## config.mk

```make
export PLATFORM = sky130hd
export DESIGN_NAME = quad_word_serializer
export DESIGN_NICKNAME = d
export VERILOG_FILES = /design/src/rtl/qws_pkg.sv /design/src/rtl/qws_edge_sync.sv /design/src/rtl/qws_capture_pair.sv /design/src/rtl/qws_burst_timer.sv /design/src/rtl/qws_lane_shifter.sv /design/src/rtl/quad_word_serializer.sv
export SDC_FILE = /design/constraint.sdc
export NUM_CORES = 1
export LEC_CHECK = 0
export BUFFER_PORTS_ARGS = -buffer_cell sky130_fd_sc_hd__buf_4
export CAP_MARGIN = 20
export CORE_MARGIN = 1
export CORE_UTILIZATION = 35
export CTS_CLUSTER_DIAMETER = 50
export DETAILED_ROUTE_END_ITERATION = 8
export GPL_ROUTABILITY_DRIVEN = 0
export SYNTH_ARGS = -nofsm -noshare
export SYNTH_HDL_FRONTEND = slang
export SYNTH_HIERARCHICAL = 1
export SYNTH_SLANG_ARGS = --single-unit
export TNS_END_PERCENT = 50
```

## constraint.sdc

```tcl
create_clock -name clk -period 5 [get_ports clk]
set_input_delay 0.5 -clock clk [delete_from_list [all_inputs] [get_ports clk]]
set_output_delay 0.5 -clock clk [all_outputs]
set_load 0.02 [all_outputs]
```

## src/rtl/qws_pkg.sv

```systemverilog
package qws_pkg;
    localparam int LANES     = 4;
    localparam int LANE_RED1 = 0;
    localparam int LANE_GRN1 = 1;
    localparam int LANE_RED2 = 2;
    localparam int LANE_GRN2 = 3;

    // colour index of a capture pipe
    localparam int PIPE_RED  = 0;
    localparam int PIPE_GRN  = 1;
    localparam int PIPES     = 2;

    // pin level for a data bit under the selected polarity
    function automatic logic drive_level(input logic data_bit, input logic true_pol);
        return data_bit ^ ~true_pol;
    endfunction
endpackage

```

## src/rtl/qws_edge_sync.sv

```systemverilog
module qws_edge_sync #(
    parameter int STAGES = 2
) (
    input  logic clk,
    input  logic rst,
    input  logic async_in,
    output logic level_o,
    output logic change_o
);
    typedef struct packed {
        logic [STAGES-1:0] pipe;
        logic              last;
    } sync_state_t;

    sync_state_t state_q, state_d;

    always_comb begin
        state_d      = state_q;
        state_d.pipe = {state_q.pipe[STAGES-2:0], async_in};
        state_d.last = state_q.pipe[STAGES-1];
    end

    always_ff @(posedge clk) begin
        if (rst) state_q <= '0;
        else     state_q <= state_d;
    end

    assign level_o  = state_q.pipe[STAGES-1];
    assign change_o = state_q.pipe[STAGES-1] ^ state_q.last;
endmodule

```

## src/rtl/qws_capture_pair.sv

```systemverilog
module qws_capture_pair #(
    parameter int WORD_W = 16
) (
    input  logic              clk,
    input  logic              rst,
    input  logic              take,
    input  logic [WORD_W-1:0] word_in,
    output logic [WORD_W-1:0] newer_o,
    output logic [WORD_W-1:0] older_o
);
    typedef struct packed {
        logic [WORD_W-1:0] newer;
        logic [WORD_W-1:0] older;
    } cap_state_t;

    cap_state_t state_q, state_d;

    always_comb begin
        state_d = state_q;
        if (take) begin
            state_d.older = state_q.newer;
            state_d.newer = word_in;
        end
    end

    always_ff @(posedge clk) begin
        if (rst) state_q <= '0;
        else     state_q <= state_d;
    end

    assign newer_o = state_q.newer;
    assign older_o = state_q.older;
endmodule

```

## src/rtl/qws_burst_timer.sv

```systemverilog
module qws_burst_timer #(
    parameter int BITS      = 16,
    parameter int PHASE_CYC = 2
) (
    input  logic clk,
    input  logic rst,
    input  logic launch_req,
    output logic load_o,
    output logic shift_o,
    output logic sclk_o,
    output logic busy_o
);
    localparam int PH_W  = (PHASE_CYC > 1) ? $clog2(PHASE_CYC) : 1;
    localparam int CNT_W = (BITS > 1) ? $clog2(BITS) : 1;
    localparam logic [PH_W-1:0]  PH_LAST  = PH_W'(PHASE_CYC - 1);
    localparam logic [CNT_W-1:0] CNT_LAST = CNT_W'(BITS - 1);

    typedef struct packed {
        logic             busy;
        logic             sclk;
        logic [PH_W-1:0]  ph;
        logic [CNT_W-1:0] pulses;
    } timer_state_t;

    timer_state_t state_q, state_d;
    logic         load_c, shift_c;

    always_comb begin
        state_d = state_q;
        load_c  = 1'b0;
        shift_c = 1'b0;
        if (!state_q.busy) begin
            if (launch_req) begin
                load_c         = 1'b1;
                state_d.busy   = 1'b1;
                state_d.sclk   = 1'b0;
                state_d.ph     = '0;
                state_d.pulses = '0;
            end
        end else if (state_q.ph == PH_LAST) begin
            state_d.ph   = '0;
            state_d.sclk = ~state_q.sclk;
            if (state_q.sclk) begin
                shift_c        = 1'b1;
                state_d.pulses = state_q.pulses + 1'b1;
                if (state_q.pulses == CNT_LAST) begin
                    state_d.busy   = 1'b0;
                    state_d.pulses = '0;
                end
            end
        end else begin
            state_d.ph = state_q.ph + 1'b1;
        end
    end

    always_ff @(posedge clk) begin
        if (rst) state_q <= '0;
        else     state_q <= state_d;
    end

    assign load_o  = load_c;
    assign shift_o = shift_c;
    assign sclk_o  = state_q.sclk;
    assign busy_o  = state_q.busy;
endmodule

```

## src/rtl/qws_lane_shifter.sv

```systemverilog
module qws_lane_shifter #(
    parameter int WORD_W = 16
) (
    input  logic              clk,
    input  logic              rst,
    input  logic              load,
    input  logic              shift,
    input  logic [WORD_W-1:0] word_in,
    output logic              msb_o
);
    typedef struct packed {
        logic [WORD_W-1:0] sr;
    } shifter_state_t;

    shifter_state_t state_q, state_d;

    always_comb begin
        state_d = state_q;
        if (load)       state_d.sr = word_in;
        else if (shift) state_d.sr = {state_q.sr[WORD_W-2:0], 1'b0};
    end

    always_ff @(posedge clk) begin
        if (rst) state_q <= '0;
        else     state_q <= state_d;
    end

    assign msb_o = state_q.sr[WORD_W-1];
endmodule

```

## src/rtl/quad_word_serializer.sv

```systemverilog
module quad_word_serializer
    import qws_pkg::*;
#(
    parameter int WORD_W      = 16,
    parameter int PHASE_CYC   = 2,
    parameter int SYNC_STAGES = 2
) (
    input  logic              clk,
    input  logic              rst,
    input  logic              strobe_in,
    input  logic              start_in,
    input  logic              polarity_true,
    input  logic [WORD_W-1:0] bus_in,
    output logic [LANES-1:0]  ser_out,
    output logic              sclk_out,
    output logic              busy
);
    logic strobe_lvl, strobe_chg;
    logic start_lvl, start_chg;
    logic load_w, shift_w;
    logic [PIPES-1:0]  take;
    logic [WORD_W-1:0] newer_w [PIPES];
    logic [WORD_W-1:0] older_w [PIPES];
    logic [WORD_W-1:0] lane_word [LANES];
    logic [LANES-1:0]  lane_bit;

    qws_edge_sync #(.STAGES(SYNC_STAGES)) u_strobe_sync (
        .clk(clk), .rst(rst), .async_in(strobe_in),
        .level_o(strobe_lvl), .change_o(strobe_chg)
    );

    qws_edge_sync #(.STAGES(SYNC_STAGES)) u_start_sync (
        .clk(clk), .rst(rst), .async_in(start_in),
        .level_o(start_lvl), .change_o(start_chg)
    );

    // red pipe on falling strobe, green pipe on rising strobe
    assign take[PIPE_RED] = strobe_chg & ~strobe_lvl;
    assign take[PIPE_GRN] = strobe_chg &  strobe_lvl;

    for (genvar g = 0; g < PIPES; g++) begin : g_cap
        qws_capture_pair #(.WORD_W(WORD_W)) u_cap (
            .clk(clk), .rst(rst), .take(take[g]), .word_in(bus_in),
            .newer_o(newer_w[g]), .older_o(older_w[g])
        );
    end

    qws_burst_timer #(.BITS(WORD_W), .PHASE_CYC(PHASE_CYC)) u_timer (
        .clk(clk), .rst(rst), .launch_req(start_chg & start_lvl),
        .load_o(load_w), .shift_o(shift_w), .sclk_o(sclk_out), .busy_o(busy)
    );

    // lanes 0/1 take the older word of each colour, lanes 2/3 the newer
    for (genvar l = 0; l < LANES; l++) begin : g_lane
        if (l < PIPES) begin : g_old
            assign lane_word[l] = older_w[l % PIPES];
        end else begin : g_new
            assign lane_word[l] = newer_w[l % PIPES];
        end

        qws_lane_shifter #(.WORD_W(WORD_W)) u_shift (
            .clk(clk), .rst(rst), .load(load_w), .shift(shift_w),
            .word_in(lane_word[l]), .msb_o(lane_bit[l])
        );

        assign ser_out[l] = drive_level(lane_bit[l], polarity_true);
    end
endmodule

```

Word level (Yosys, flattened, before mapping) --
Index checks and enable logic that the tools add are counted.
Operators by class: add/sub/neg operators 2, multiply operators 0, div/mod/pow operators 0, order comparisons 0, equality and inequality tests 3, shift-type cells 0, multiplexer cells 22, bitwise operators 12, reductions and logical operators 4
Operators with widths (number):
- 16-bit two-way mux | 8
- 7-bit two-way mux | 2
- 4-bit two-way mux | 3
- 1-bit two-way mux | 8
- 1-bit XOR | 6
- 4-bit by 1-bit adder with 4-bit output, second input constant | 1
- 4-bit equality test, second input constant | 1
- 2-bit != test, second input constant | 2
- 2-bit nonzero test | 2
- 1-bit bitwise AND | 3
- 1-bit inverter | 3
- 3-bit AND reduction | 1
- 2-bit two-way mux | 1
- 2-bit AND reduction | 1
- 1-bit adder, second input constant | 1
Word-level totals: bits in registers 141, bits in latches 0, memory bits (writable) 0, ROM bits 0, input port bits 21, output and inout bits 6, logic and storage cells 59, memories 0

Longest topological paths before layout --
depth after elaboration 5, mapped depth 7, depth with buffers taken out 6

By module --
The synthesis kept the hierarchy.
By module, submodules not included:
- qws_lane_shifter | times used 4, cells each 71, area an instance 764.5 µm², sequential area each 320.3 µm²
- qws_capture_pair | times used 2, cells each 103, area an instance 1163.6 µm², sequential area each 640.6 µm²
- qws_burst_timer | times used 1, cells each 38, area an instance 311.5 µm², sequential area each 140.1 µm²
- qws_edge_sync | times used 2, cells each 7, area an instance 87.6 µm², sequential area each 60.1 µm²
- quad_word_serializer | times used 1, cells each 8, area an instance 58.8 µm², sequential area each 0.0 µm²

Worst setup path after synthesis --
No wires, ideal clock.
path type register to register, start reg u_start_sync.state_q (netlist bit u_start_sync/level_o), end reg g_lane[0].u_shift/state_q[10] (netlist name), setup time 86 ps, arrival time 1663 ps, data required time 4914 ps, slack 3251 ps, cell stages (with the launch flop) 8, path buffers 1, clock period less this slack 1749 ps, path through dfxtp_1 > xor2_1 > and2_1 > nand2b_1 > inv_1 > inv_1 > buf_4 > a211oi_1
Between the ends: word-level cells in the longest chain between the ends 5, elaborated cells between the ends (all ways) 6, classes of those cells mux: 3; bitwise: 2; reduce/logical: 1
Ends and longest elaborated chain:
- start: declaration | RTL line qws_edge_sync.sv:15 | sync_state_t state_q, state_d;
- start signal: assignment | RTL line qws_edge_sync.sv:25 | else state_q <= state_d;
- 1-bit XOR (*) | RTL line qws_edge_sync.sv:29 | assign change_o = state_q.pipe[STAGES-1] ^ state_q.last;
- net start_chg | RTL line quad_word_serializer.sv:19 | logic start_lvl, start_chg;
- 1-bit bitwise AND (*) | RTL line quad_word_serializer.sv:49 | .clk(clk), .rst(rst), .launch_req(start_chg & start_lvl),
- 1-bit two-way mux (*) | RTL line qws_burst_timer.sv:33 | if (launch_req) begin
- 1-bit two-way mux (*) | RTL line qws_burst_timer.sv:32 | if (!state_q.busy) begin
- net load_w | RTL line quad_word_serializer.sv:20 | logic load_w, shift_w;
- 16-bit two-way mux / 2-bit nonzero test (equally long branches)
- end signal: assignment | RTL line qws_lane_shifter.sv:25 | else state_q <= state_d;
- end: declaration | RTL line qws_lane_shifter.sv:15 | shifter_state_t state_q, state_d;
The timed path passes the listed nets; every way through them passes the cells marked *. A chain may end at the register's enable or synchronous reset.

Worst setup path after layout --
start reg u_start_sync.state_q (netlist bit u_start_sync/level_o), end reg g_lane[1].u_shift/state_q[10] (netlist name)
Between the ends: word-level cells in the longest chain between the ends 5, elaborated cells between the ends (all ways) 6, classes of those cells mux: 3; bitwise: 2; reduce/logical: 1
Ends and longest elaborated chain (RTL line):
- 1-bit XOR (*) | qws_edge_sync.sv:29
- net start_chg | quad_word_serializer.sv:19
- 1-bit bitwise AND (*) | quad_word_serializer.sv:49
- 1-bit two-way mux (*) | qws_burst_timer.sv:33
- 1-bit two-way mux (*) | qws_burst_timer.sv:32
- net load_w | quad_word_serializer.sv:20
- 16-bit two-way mux / 2-bit nonzero test (equally long branches)
- end signal: assignment | qws_lane_shifter.sv:25
- end: declaration | qws_lane_shifter.sv:15
Marked as above.

==> reports/results.tsv <==
metric	value	unit
Worst Setup SP	u_start_sync/level_o$_SDFF_PP0_	
# port buffers	26	
DRT Pass-1 Iters	4	
crit path kind	reg -> reg	
FMAX	400	MHz
largest net degree at the start of global routing	91	
hold_buf cts	0	
Slew Viols, Final	0	
I/O pins	27	
Vias	3821	
first-pass GRT wire length	19200	um
Critical Path RT	5310	ps
drt total wl	11400	um
Peak VDD IR	0.184	mV
Die Height	132	um
CP Capture Point	g_lane[1].u_shift/state_q[10]$_SDFFE_PP0P_	
Post CTS Setup Buffer Count	0	
Cell Chain, Critical Path	xor2_1 > and2_1 > nand2b_1 > inv_1 > inv_1 > a211oi_1	
DRT iter0 DRCs	187	
reg2reg path depth	6	
Slew HR	29.4	%
final period utilization	50.0	%
Clock Tree Root	clkbuf_16	
Final Skew	5.22	ps
Area Overhead vs Synth	12.5	%
clk sinks	141	
Worst setup SP type	flop	
fill count	1635	
Reg clk slew, reported paths	60	ps
Yosys reg bits	141	
critical path's largest stage delay	720	ps
Fin. Hold Viols	0	
post-route cell area	6670	sq um
WL/cell	14.3	um
Vias/cell	4.81	
syn_nets	572	
Ys Warns	6	
remaining antenna violation count	0	
die width	132	um
Final #Nets	583	
Max Cap Viol	0	
worst reg2reg path endpoint	g_lane[1].u_shift/state_q[10]$_SDFFE_PP0P_	
Slowest cell on crit path	inv_1	
Hold Path Cell Cnt	2	
status	finished clean	
fraction of layout instances using a drive strength above 1	13.2	%
vias in the first global route	3770	
crit end category	flop	
WP data arrival	2810	ps
Synth area leaders	dfxtp_1 48%, mux2i_1 21%, nor2b_1 7.2%	
Post-Synthesis Cells	550	
FF-to-FF Start	u_start_sync/level_o$_SDFF_PP0_	
post-cts sizing count	0	
delay-heaviest family, CP	buffers and inverters	
Final setup viols	0	
Tmin final	2500	ps
core outline area	16600	sq um
Syn Area/Cell	10.8	sq um
synth unique cells	29	
initial antenna violation count	0	
crit path max fanout	39	
dpl hpwl	7430	um
Least-Margin Pin Slew	1060	ps
R2R Setup Slk	2500	ps
library cell with the largest summed area after synthesis	dfxtp_1	
Total GRT Usage	14.0	%
Die Area	17500	sq um
cell area power density	377	nW/um^2
total CTS buffers	17	
Clock Latency Late Sink	420	ps
effective utilization at floorplan	35.8	%
Post-Layout Cell Count	794	
critical path buffer and inverter count	2	
Crit path depth	6	
ANT cells	0	
GRT Residual Overflow	0	
Setup TNS	0	ps
drt drc	0	
Site Rows	47	
mapped cell area	5930	sq um
most used cell, CP	inv_1	
RSZ-0062 raised after global routing	no	
DP Cell Count	762	
placed inst area	6070	sq um
Hold WC Path Type	in -> reg	
H-tree lvl count	4	
Yosys top cell area share	47.6	%
Leak Pwr	2.29	nW
CTS max path bufs	2	
Seq/Total Area, Yosys	47.6	%
CTS tree	built	
Power Total	2.51	mW
==> flip-flops by register name (all words and copies together), names as in the netlist <==
signal / flops
u_start_sync/state_d: 1
u_timer/busy_o: 1
u_strobe_sync/state_q: 1
g_lane.u_shift/state_q: 64
u_strobe_sync/level_o: 1
u_start_sync/state_q: 1
u_strobe_sync/state_d: 1
g_cap.u_cap/older_o: 32
g_cap.u_cap/newer_o: 32
u_timer/sclk_o: 1
u_timer/state_q: 5
u_start_sync/level_o: 1
==> cells in the final DEF (no fill, tap or decap) <==
cell / n
nand4_1: 2
and2_2: 1
a31oi_1: 1
or3_1: 1
clkinv_2: 5
nand3_1: 6
nor2_1: 68
bufinv_16: 2
a21oi_1: 9
a211oi_1: 49
ha_1: 1
nor2b_4: 1
nand2_1: 6
nand3_2: 1
and2_1: 1
inv_1: 5
nand2b_1: 1
nor2b_1: 67
nand3b_1: 1
a211oi_2: 12
clkbuf_1: 3
xor2_1: 2
or3b_1: 4
buf_4: 31
xnor2_1: 4
clkbuf_8: 6
nor3_1: 1
or2_0: 1
mux2i_1: 124
dfxtp_1: 141
clkbuf_16: 17
==> logic make-up after synthesis <==
group | share of synthesized area, %
AND/OR/NAND/NOR | 14.1
XOR/XNOR | 0.886
multiplexers | 20.9
adder cells (fa/ha/maj) | 0.211
AO/OA/AOI/OAI | 9.60
flip-flops | 47.6
buffers and inverters | 6.71
==> routing by layer <==
| layer | global-route usage [%] | vias to the layer above | routed length (um) | share of wire (%) |
|---|---|---|---|---|
| met5 | 0 | - | 0 | 0 |
| met4 | 7.09 | 0 | 176 | 1.5 |
| met3 | 3.58 | 14 | 290 | 2.6 |
| met2 | 21.9 | 42 | 5220 | 46 |
| met1 | 17.9 | 1816 | 5680 | 50 |
| li1 | - | 1949 | - | - |
==> Yosys cell counts, drive strengths merged <==
master  instances
a211oi         61
ha              1
nand2           6
mux2i         124
nand2b          1
nand3           7
nor3            1
nor2           68
inv             6
or3b            4
and2            2
xor2            2
nand3b          1
or3             1
a31oi           1
nand4           2
a21oi           9
buf            24
dfxtp         141
or2             1
nor2b          68
clkbuf         15
xnor2           4
==> worst min path at each step <==
stage	start	end	slack [ps]
2_1_floorplan	u_start_sync/state_d[2]$_SDFF_PP0_	u_start_sync/level_o$_SDFF_PP0_	410
3_3_place_gp	u_strobe_sync/state_d[2]$_SDFF_PP0_	u_strobe_sync/level_o$_SDFF_PP0_	430
3_5_place_dp	u_strobe_sync/state_d[2]$_SDFF_PP0_	u_strobe_sync/level_o$_SDFF_PP0_	430
4_1_cts	start_in	u_start_sync/state_d[2]$_SDFF_PP0_	280
5_1_grt	start_in	u_start_sync/state_d[2]$_SDFF_PP0_	310
6_report	start_in	u_start_sync/state_d[2]$_SDFF_PP0_	300
==> power breakdown <==
group	internal, mW	switching (mW)	leakage, nW
clock network	0.810	0.439	0.300
logic	0.0449	0.0577	0.850
registers	1.15	0.0156	1.14
total	2.00	0.513	2.29
==> final cells by class <==
cell class | count | area (sq um) | area share, %
Inverter | 6 | 23.8 | 0.356
Sequential cell | 141 | 2820 | 42.3
Clock inverter | 6 | 80.1 | 1.20
Timing Repair Buffer | 31 | 233 | 3.49
Multi-Input combinational cell | 364 | 2720 | 40.7
Tap cell | 220 | 275 | 4.13
Clock buffer | 26 | 519 | 7.78
==> stage by stage <==
| step | hold WS (ps) | utilization (%) | worst slack (ps) |
|---|---|---|---|
| after global routing | 308 | 40.2 | 2210 |
| after detailed placement | 430 | 36.6 | 2530 |
| after global placement | 425 | 36.6 | 2630 |
| final | 296 | 40.2 | 2500 |
| after floorplan | 414 | - | 3250 |
| after CTS | 275 | 40.2 | 2470 |
(Power assumes the default switching activity.)
